===== src/rtl/tmr_pkg.sv =====
`timescale 1ns/1ps
package tmr_pkg;

  // Bit positions inside a timer control word
  localparam int unsigned CB_EN   = 0;
  localparam int unsigned CB_ARLD = 1;
  localparam int unsigned CB_LOAD = 2;
  localparam int unsigned CB_IE   = 3;

  // Word index (paddr[3:2]) inside the common block and inside a timer block
  localparam logic [1:0] CMN_PVAL = 2'd0;
  localparam logic [1:0] CMN_PRLD = 2'd1;
  localparam logic [1:0] CMN_CFG  = 2'd2;
  localparam logic [1:0] TSL_CNT  = 2'd0;
  localparam logic [1:0] TSL_RLD  = 2'd1;
  localparam logic [1:0] TSL_CTL  = 2'd2;

  typedef struct packed {
    logic ie;
    logic arld;
    logic en;
  } tctl_t;

endpackage


===== src/rtl/tmr_prescaler.sv =====
`timescale 1ns/1ps
module tmr_prescaler #(
  parameter int unsigned W = 16
) (
  input  logic         clk,
  input  logic         rst_n,
  input  logic         rld_we,
  input  logic [W-1:0] rld_wd,
  output logic [W-1:0] val,
  output logic [W-1:0] rld,
  output logic         tick
);

  assign tick = (val == '0);

  always_ff @(posedge clk) begin
    if (!rst_n) begin
      val <= '1;
      rld <= '1;
    end else if (rld_we) begin
      // a new reload restarts the count from that value
      rld <= rld_wd;
      val <= rld_wd;
    end else if (tick) begin
      val <= rld;
    end else begin
      val <= val - 1'b1;
    end
  end

endmodule


===== src/rtl/tmr_channel.sv =====
`timescale 1ns/1ps
module tmr_channel
  import tmr_pkg::*;
#(
  parameter int unsigned W       = 32,
  parameter logic [W-1:0] RST_VAL = '1
) (
  input  logic         clk,
  input  logic         rst_n,
  input  logic         tick,
  input  logic         cnt_we,
  input  logic         rld_we,
  input  logic         ctl_we,
  input  logic [W-1:0] wd,
  output logic [W-1:0] cnt,
  output logic [W-1:0] rld,
  output tctl_t        ctl,
  output logic         irq
);

  logic uflow;
  logic load_cmd;

  assign uflow    = ctl.en && tick && (cnt == '0);
  assign load_cmd = ctl_we && wd[CB_LOAD];

  always_ff @(posedge clk) begin
    if (!rst_n) begin
      cnt <= RST_VAL;
      rld <= RST_VAL;
      ctl <= '0;
      irq <= 1'b0;
    end else begin
      irq <= 1'b0;
      if (rld_we) rld <= wd;
      if (ctl_we) begin
        ctl.en   <= wd[CB_EN];
        ctl.arld <= wd[CB_ARLD];
        ctl.ie   <= wd[CB_IE];
      end
      // priority: software write, load command, underflow, decrement
      if (cnt_we) begin
        cnt <= wd;
      end else if (load_cmd) begin
        cnt <= rld;
      end else if (uflow) begin
        cnt <= ctl.arld ? rld : '1;
        irq <= ctl.ie;
      end else if (ctl.en && tick) begin
        cnt <= cnt - 1'b1;
      end
    end
  end

endmodule


===== src/rtl/tmr_unit.sv =====
`timescale 1ns/1ps
module tmr_unit
  import tmr_pkg::*;
#(
  parameter int unsigned NTIM     = 2,
  parameter int unsigned IRQ_BASE = 8,
  parameter int unsigned PRE_W    = 16,
  parameter int unsigned CNT_W    = 32,
  parameter int unsigned AW       = 8
) (
  input  logic            clk,
  input  logic            rst_n,
  input  logic            psel,
  input  logic            penable,
  input  logic            pwrite,
  input  logic [AW-1:0]   paddr,
  input  logic [31:0]     pwdata,
  output logic [31:0]     prdata,
  output logic [NTIM-1:0] irq
);

  localparam int unsigned BW = AW - 4;
  localparam logic [31:0] CFG_WORD =
    32'h100 | 32'(IRQ_BASE << 3) | 32'(NTIM);

  logic          wr;
  logic          aligned;
  logic [BW-1:0] blk;
  logic [1:0]    sub;

  logic [PRE_W-1:0] pre_val;
  logic [PRE_W-1:0] pre_rld;
  logic             tick;

  logic [NTIM-1:0][CNT_W-1:0] cnt_v;
  logic [NTIM-1:0][CNT_W-1:0] rld_v;
  tctl_t [NTIM-1:0]           ctl_v;
  logic [NTIM-1:0]            en_v;
  logic [NTIM-1:0]            arld_v;
  logic [NTIM-1:0]            ie_v;

  assign aligned = (paddr[1:0] == 2'b00);
  assign blk     = paddr[AW-1:4];
  assign sub     = paddr[3:2];
  assign wr      = psel && penable && pwrite && aligned;

  tmr_prescaler #(.W(PRE_W)) u_pre (
    .clk    (clk),
    .rst_n  (rst_n),
    .rld_we (wr && (blk == '0) && (sub == CMN_PRLD)),
    .rld_wd (pwdata[PRE_W-1:0]),
    .val    (pre_val),
    .rld    (pre_rld),
    .tick   (tick)
  );

  for (genvar n = 0; n < NTIM; n++) begin : g_ch
    localparam logic [BW-1:0] SLOT = BW'(n + 1);
    logic hit;
    assign hit = wr && (blk == SLOT);

    tmr_channel #(
      .W       (CNT_W),
      .RST_VAL ((n == 0) ? {CNT_W{1'b1}} : {CNT_W{1'b0}})
    ) u_ch (
      .clk    (clk),
      .rst_n  (rst_n),
      .tick   (tick),
      .cnt_we (hit && (sub == TSL_CNT)),
      .rld_we (hit && (sub == TSL_RLD)),
      .ctl_we (hit && (sub == TSL_CTL)),
      .wd     (pwdata[CNT_W-1:0]),
      .cnt    (cnt_v[n]),
      .rld    (rld_v[n]),
      .ctl    (ctl_v[n]),
      .irq    (irq[n])
    );

    assign en_v[n]   = ctl_v[n].en;
    assign arld_v[n] = ctl_v[n].arld;
    assign ie_v[n]   = ctl_v[n].ie;
  end

  always_comb begin
    prdata = '0;
    if (psel && !pwrite && aligned) begin
      if (blk == '0) begin
        case (sub)
          CMN_PVAL: prdata = 32'(pre_val);
          CMN_PRLD: prdata = 32'(pre_rld);
          CMN_CFG:  prdata = CFG_WORD;
          default:  prdata = '0;
        endcase
      end
      for (int n = 0; n < NTIM; n++) begin
        if (blk == BW'(n + 1)) begin
          case (sub)
            TSL_CNT: prdata = 32'(cnt_v[n]);
            TSL_RLD: prdata = 32'(rld_v[n]);
            TSL_CTL: prdata = 32'({ie_v[n], 1'b0, arld_v[n], en_v[n]});
            default: prdata = '0;
          endcase
        end
      end
    end
  end

endmodule


===== config.mk =====
export PLATFORM = sky130hd
export DESIGN_NAME = tmr_unit
export DESIGN_NICKNAME = d
export VERILOG_FILES = /design/src/rtl/tmr_pkg.sv /design/src/rtl/tmr_prescaler.sv /design/src/rtl/tmr_channel.sv /design/src/rtl/tmr_unit.sv
export SDC_FILE = /design/constraint.sdc
export NUM_CORES = 1
export LEC_CHECK = 0
export ABC_CLOCK_PERIOD_IN_PS = 3000
export BUFFER_PORTS_ARGS = -buffer_cell sky130_fd_sc_hd__buf_2
export CAP_MARGIN = 10
export CORE_MARGIN = 2
export CORE_UTILIZATION = 45
export DETAILED_ROUTE_END_ITERATION = 16
export GPL_TIMING_DRIVEN = 1
export PLACE_DENSITY = 0.62
export SYNTH_ARGS = -nofsm -noshare
export SYNTH_HDL_FRONTEND = slang
export SYNTH_SLANG_ARGS = --single-unit

===== constraint.sdc =====
create_clock -name clk -period 3 [get_ports clk]
set_clock_uncertainty 0.05 [all_clocks]
set_input_delay 0.6 -clock clk [delete_from_list [all_inputs] [get_ports clk]]
set_output_delay 0.6 -clock clk [all_outputs]
set_load 0.01 [all_outputs]

## After elaboration in Yosys (flattened, before gate mapping)

Cells that the tools add are included.

| storage, ports and cells | value |
|---|---|
| flip-flop bits (word level) | 168 |
| input port bits | 45 |
| output and inout port bits | 34 |
| word-level logic and storage cells | 75 |

| cells by class | value |
|---|---|
| $add $sub $neg | 3 |
| eq/ne operators | 4 |
| multiplexer cells | 19 |
| bitwise logic cells | 3 |
| reductions and logical operators | 32 |

Operator list:

| kind | number |
|---|---|
| $mux 32 | 13 |
| $pmux 32 s3 | 2 |
| $logic_not 32->1 | 2 |
| $sub 32x1->32 const B | 2 |
| $mux 16 | 3 |
| $pmux 16 s3 | 1 |
| $logic_and 1x1->1 | 21 |
| $logic_not 16->1 | 1 |
| $sub 16x1->16 const B | 1 |
| $reduce_bool 4->1 | 2 |
| $reduce_or 4->1 | 2 |
| $eq 4x1->1 const B | 1 |
| $eq 4x2->1 const B | 1 |
| $logic_not 2->1 | 2 |
| $logic_not 4->1 | 1 |
| $not 1->1 | 3 |
| $eq 2x1->1 const B | 1 |
| $eq 2x2->1 const B | 1 |
| $logic_not 1->1 | 1 |

## Logic depth before layout (Yosys ltp)

| logic depth | value |
|---|---|
| word-level depth | 8 |
| mapped depth | 11 |

## Modules after synthesis

Synthesis repeated with hierarchy kept, for this count alone.

| second synthesis, totals | value |
|---|---|
| cell total of the unflattened synthesis | 1,316 |
| area total of the unflattened synthesis | 10,872.9 sq um |

By module, submodules not included:

| module | instances | cells each | area each (sq um) | seq. area each (sq um) |
|---|---|---|---|---|
| tmr_channel (g_ch[1].u_ch) | 1 | 458 | 3,804.9 | 1,361.3 |
| tmr_channel (g_ch[0].u_ch) | 1 | 456 | 3,782.4 | 1,361.3 |
| tmr_unit | 1 | 218 | 1,701.6 | 0.0 |
| tmr_prescaler | 1 | 184 | 1,584.0 | 640.6 |

## Least setup slack after synthesis

Ideal clock, no wire load.

| timing | value |
|---|---|
| path kind | register to register |
| from | register g_ch[0].u_ch.cnt[0] |
| to | register g_ch[0].u_ch.cnt[17] |
| setup time | 74 ps |
| data arrival time | 2,842 ps |
| data required time | 2,876 ps |
| slack | 34 ps |
| cell stages (with the launch flop) | 12 |
| buffers on the path | 3 |
| cell sequence | dfxtp_1 inv_1 ha_1 clkbuf_1 or4b_1 or4_1 or4_4 buf_6 nand2_4 buf_12 o221ai_2 a31oi_1 |

| on the way | value |
|---|---|
| cells in the longest elaborated chain, start to end | 5 |

Ends and longest elaborated chain:

| element | RTL line | source |
|---|---|---|
| start, declared | tmr_channel.sv:15 | `output logic [W-1:0] cnt,` |
| start signal, assigned | tmr_channel.sv:43 | `cnt <= wd;` |
| start signal, assigned | tmr_channel.sv:45 | `cnt <= rld;` |
| start signal, assigned | tmr_channel.sv:47 | `cnt <= ctl.arld ? rld : '1;` |
| $sub 32x1->32 or $logic_not 32->1 (tied branches) | tmr_channel.sv:50, tmr_channel.sv:24 |  |
| $mux 32 or $logic_and 1x1->1 (tied branches) | tmr_channel.sv:49, tmr_channel.sv:24 |  |
| $mux 32 | tmr_channel.sv:46 | `end else if (uflow) begin` |
| $mux 32 | tmr_channel.sv:44 | `end else if (load_cmd) begin` |
| $mux 32 | tmr_channel.sv:42 | `if (cnt_we) begin` |

Several ways; a longest one is shown, not always the timed one. The select of a mux whose other input is x is not followed.
A chain may end at the register's enable or synchronous reset.

## Worst setup path in the final report

| timing | value |
|---|---|
| from | input paddr[5] |
| to | output prdata[3] |

| on the way | value |
|---|---|
| cells in the longest elaborated chain, start to end | 5 |

Ends and longest elaborated chain:

| element | RTL line | source |
|---|---|---|
| start, declared | tmr_unit.sv:16 | `input logic [AW-1:0] paddr,` |
| $logic_not 4->1 | tmr_unit.sv:87 | `if (blk == '0) begin` |
| $mux 16 | tmr_unit.sv:87 |  |
| $mux 32 | tmr_unit.sv:96 | `if (blk == BW'(n + 1)) begin` |
| $mux 32 * | tmr_unit.sv:96 |  |
| $mux 32 * | tmr_unit.sv:86 | `if (psel && !pwrite && aligned) begin` |
| end, declared | tmr_unit.sv:18 | `output logic [31:0] prdata,` |

Mark *: on every way between the ends. The rest lies on a longest branch, timed or not.

==> summary.txt <==
Status
  • Status: finished, final reports clean

Worst setup path
  • Cell chain of the critical path: buf_2, or4_1, nor2_2, buf_4, a222oi_1, a21oi_1, buf_2
  • Reg-to-reg startpoint: g_ch[0].u_ch.cnt[1]
  • Delay-heaviest family, CP: simple AND/OR/NAND/NOR gates
  • Worst Setup End Kind: primary output
  • Critical Path Start Type: input port
  • Max stage delay on crit path: 630 ps
  • Setup crit start: paddr[5]
  • Most common cell on crit path: buf_2
  • Critical path arrival: between 2000 and 2500 ps
  • WP buf/inv: 3
  • Worst path slowest cell: or4_1
  • CP Data Required Time: 2350 ps
  • Crit Path Class: in2out
  • Critical path fanouts, max: 12

CTS
  • Hold buffer count at cts: 0
  • Worst-path clk slew: 70 ps
  • Worst skew pair latency: 440 ps
  • Htree depth: 4
  • Root Buffer: clkbuf_16
  • CTS Sinks: around 170
  • CTS buffer count: 17
  • Clock Path Buffers: 2
  • TritonCTS clock tree: yes

Synth
  • Async set-reset flop share out of synthesis: 0
  • Synth Warn #: 0
  • Post-synth cell types: 77
  • Mapped Avg Cell Area: roughly 7.5 um2
  • Synthesized cell area: 10600 um2
  • Post-Syn Instances: ~1400
  • Main synth FF type: dfxtp_1
  • Number of enable flip-flop cells after synthesis: 0
  • Synth Register Bits: ~170
  • Seq/Total Area, Yosys: 0.3172
  • Synth Net Count: 1458

Power and ir drop
  • Power Density: approximately 390 nW/um2
  • Peak VDD IR: 0.3583 mV
  • Leakage power: 0.004757 uW

Floorplanning
  • CORE AREA: 23330 um2
  • Core Rows: 56
  • Die ar.: 24800 um2
  • Die X-Extent: 157.5 um
  • Ports: 79
  • Initial Util: 0.4544
  • Die Y: 157.5 um

Timing
  • Fin crit period: roughly 2900 ps
  • Max Slew Vio Count: 0
  • Fmax: approximately 340 MHz
  • Hold slack final: 411.6 ps
  • Setup violations, final: 0
  • Final period utilization: 0.9772
  • Slew HR: 0.4837
  • Fin. Hold Viols: 0
  • Worst Max-Slew Pin Slew: 767.4 ps

Run
  • Max Cap Viol: 0

Detailed routing
  • DR WL/cell: 22.60 um
  • Routed WL: around 42 mm
  • Post-DR vias/cell: 6.268
  • WL met1: 18.71 mm
  • Uppermost layer routed: met4
  • First drt pass iteration count: 8
  • Via count: 11540
  • WL met2: 17.65 mm
  • Routed met3 length: about 3.4 mm
  • Post-route DRC: 0
  • Drt initial violations: 1219
  • Post-route ant nets: 0

Final layout
  • Post-route cell area: 12520 um2
  • Final Non-Filler Cells: 1841
  • FF+latch area: 3363 um2
  • Most frequent cells in the layout: nand2_1, dfxtp_1, a21oi_1
  • Nets: 1557
  • Post-layout utilization of the core: 0.5364
  • Fillers: 2283
  • Most common cell after layout, fill and taps aside: nand2_1
  • Area grow syn2layout: 18.04%
  • Layout cells sized above 1: 0.1816
  • Area of the multi-input gates: 6758 um2

Global route
  • Vias in the first global route: roughly 10000
  • Global-route wire length before repair: 63.19 mm
  • Largest net degree at the start of global routing: 41
  • GR Overflow Total: 0
  • GRT Total Usage: 0.3365
  • Initial antenna violation count: 2

Placement
  • RePlAce Congestion: 0.9910
  • PortBufs: 78
  • DP Cell Count: 1808
  • Placed inst area: 11870 um2
  • DP Wirelength: around 30 mm

Hold path
  • Worst Hold Class: in2reg
  • Min-delay src: pwdata[25]
==> registers in the layout, indices dropped and copies added (netlist names) <==
signal,count
g_ch.u_ch.rld,64
u_pre.rld,16
g_ch.u_ch.irq,2
u_pre.val,16
g_ch.u_ch.ctl,6
g_ch.u_ch.cnt,64
==> logic make-up (layout without fill, tap and decap cells) <==
logic type | Yosys count | count (layout) | share of synthesized area
multiplexers | 72 | 72 | 0.06797
buffers and inverters | 134 | 245 | 0.05251
XOR/XNOR | 54 | 54 | 0.04461
AO/OA/AOI/OAI | 347 | 347 | 0.2157
other | 0 | 2 | 0
AND/OR/NAND/NOR | 630 | 630 | 0.2973
flip-flops | 168 | 168 | 0.3172
adder cells (fa/ha/maj) | 4 | 4 | 0.004721
==> what timing repair did <==
item | CTS | global route
gates resized for setup | 0 | 8
endpoints found under the setup margin | 0 | 16
setup buffers | 0 | 0
==> Yosys cell counts (14+ instances only) <==
master,number,area (um2)
inv_1,14,52.55
o22a_1,18,157.7
mux2i_1,72,720.7
a21oi_1,140,700.7
o21ai_0,37,185.2
nor3_1,42,210.2
xor2_1,30,262.8
dfxtp_1,168,3363
o22ai_1,20,125.1
or4_1,17,127.6
nand2_1,240,900.9
nor4_1,48,300.3
nor2_1,106,397.9
xnor2_1,24,210.2
nand3_1,57,285.3
o221ai_1,31,271.5
clkbuf_1,98,367.9
a22oi_1,18,135.1
a31oi_1,17,106.4
==> path summary, 6_finish.rpt <==
path,cells past startpoint,slack (ps),endpoint
worst min-delay path,3,410,g_ch[1].u_ch.rld[25]
worst max register to register,8,140,g_ch[0].u_ch.cnt[3]
worst max-delay path,7,70,prdata[3]
worst min register to register,2,410,u_pre.rld[0]
==> stage by stage <==
step | power [uW] | worst slack, ps | TNS, ps
6_report | 4928 | 68.47 | 0
4_1_cts | 4929 | 49.56 | 0
3_5_place_dp | 2622 | 78.07 | 0
3_3_place_gp | 2622 | 114.0 | 0
5_1_grt | 5039 | -12.02 | -12.02
2_1_floorplan | 2451 | 33.64 | 0
==> final cells by class <==
type | count | share of cell area
Clock inverter | 12 | 0.01320
Timing Repair Buffer | 199 | 0.1060
Tap cell | 319 | 0.03189
Multi-Input combinational cell | 1107 | 0.5399
Clock buffer | 19 | 0.03539
Sequential cell | 168 | 0.2687
Inverter | 15 | 0.004499
Antenna cell | 2 | 0.0003999
==> worst register-to-register path, delay by kind of cell (launching register included) <==
kind / cells / cell delay [ps]
adder cells (fa/ha/maj): 1 / 210
buffers and inverters: 1 / 110
AO/OA/AOI/OAI: 2 / 330
flip-flops: 1 / 330
AND/OR/NAND/NOR: 4 / 1750
==> per-layer routing <==
metal | GRT usage | vias to the layer above
met5 | 0 | -
met4 | 0.1550 | 0
met3 | 0.05259 | 96
met2 | 0.4997 | 589
met1 | 0.4768 | 5484
li1 | - | 5370
==> where the power goes <==
group          switching [uW]  internal, uW  leakage [uW]
combinational             229           109       0.00312
sequential               8.10          2230       0.00136
clock                    1010          1340      0.000281
Note: power is estimated with default switching activity, not from simulation.
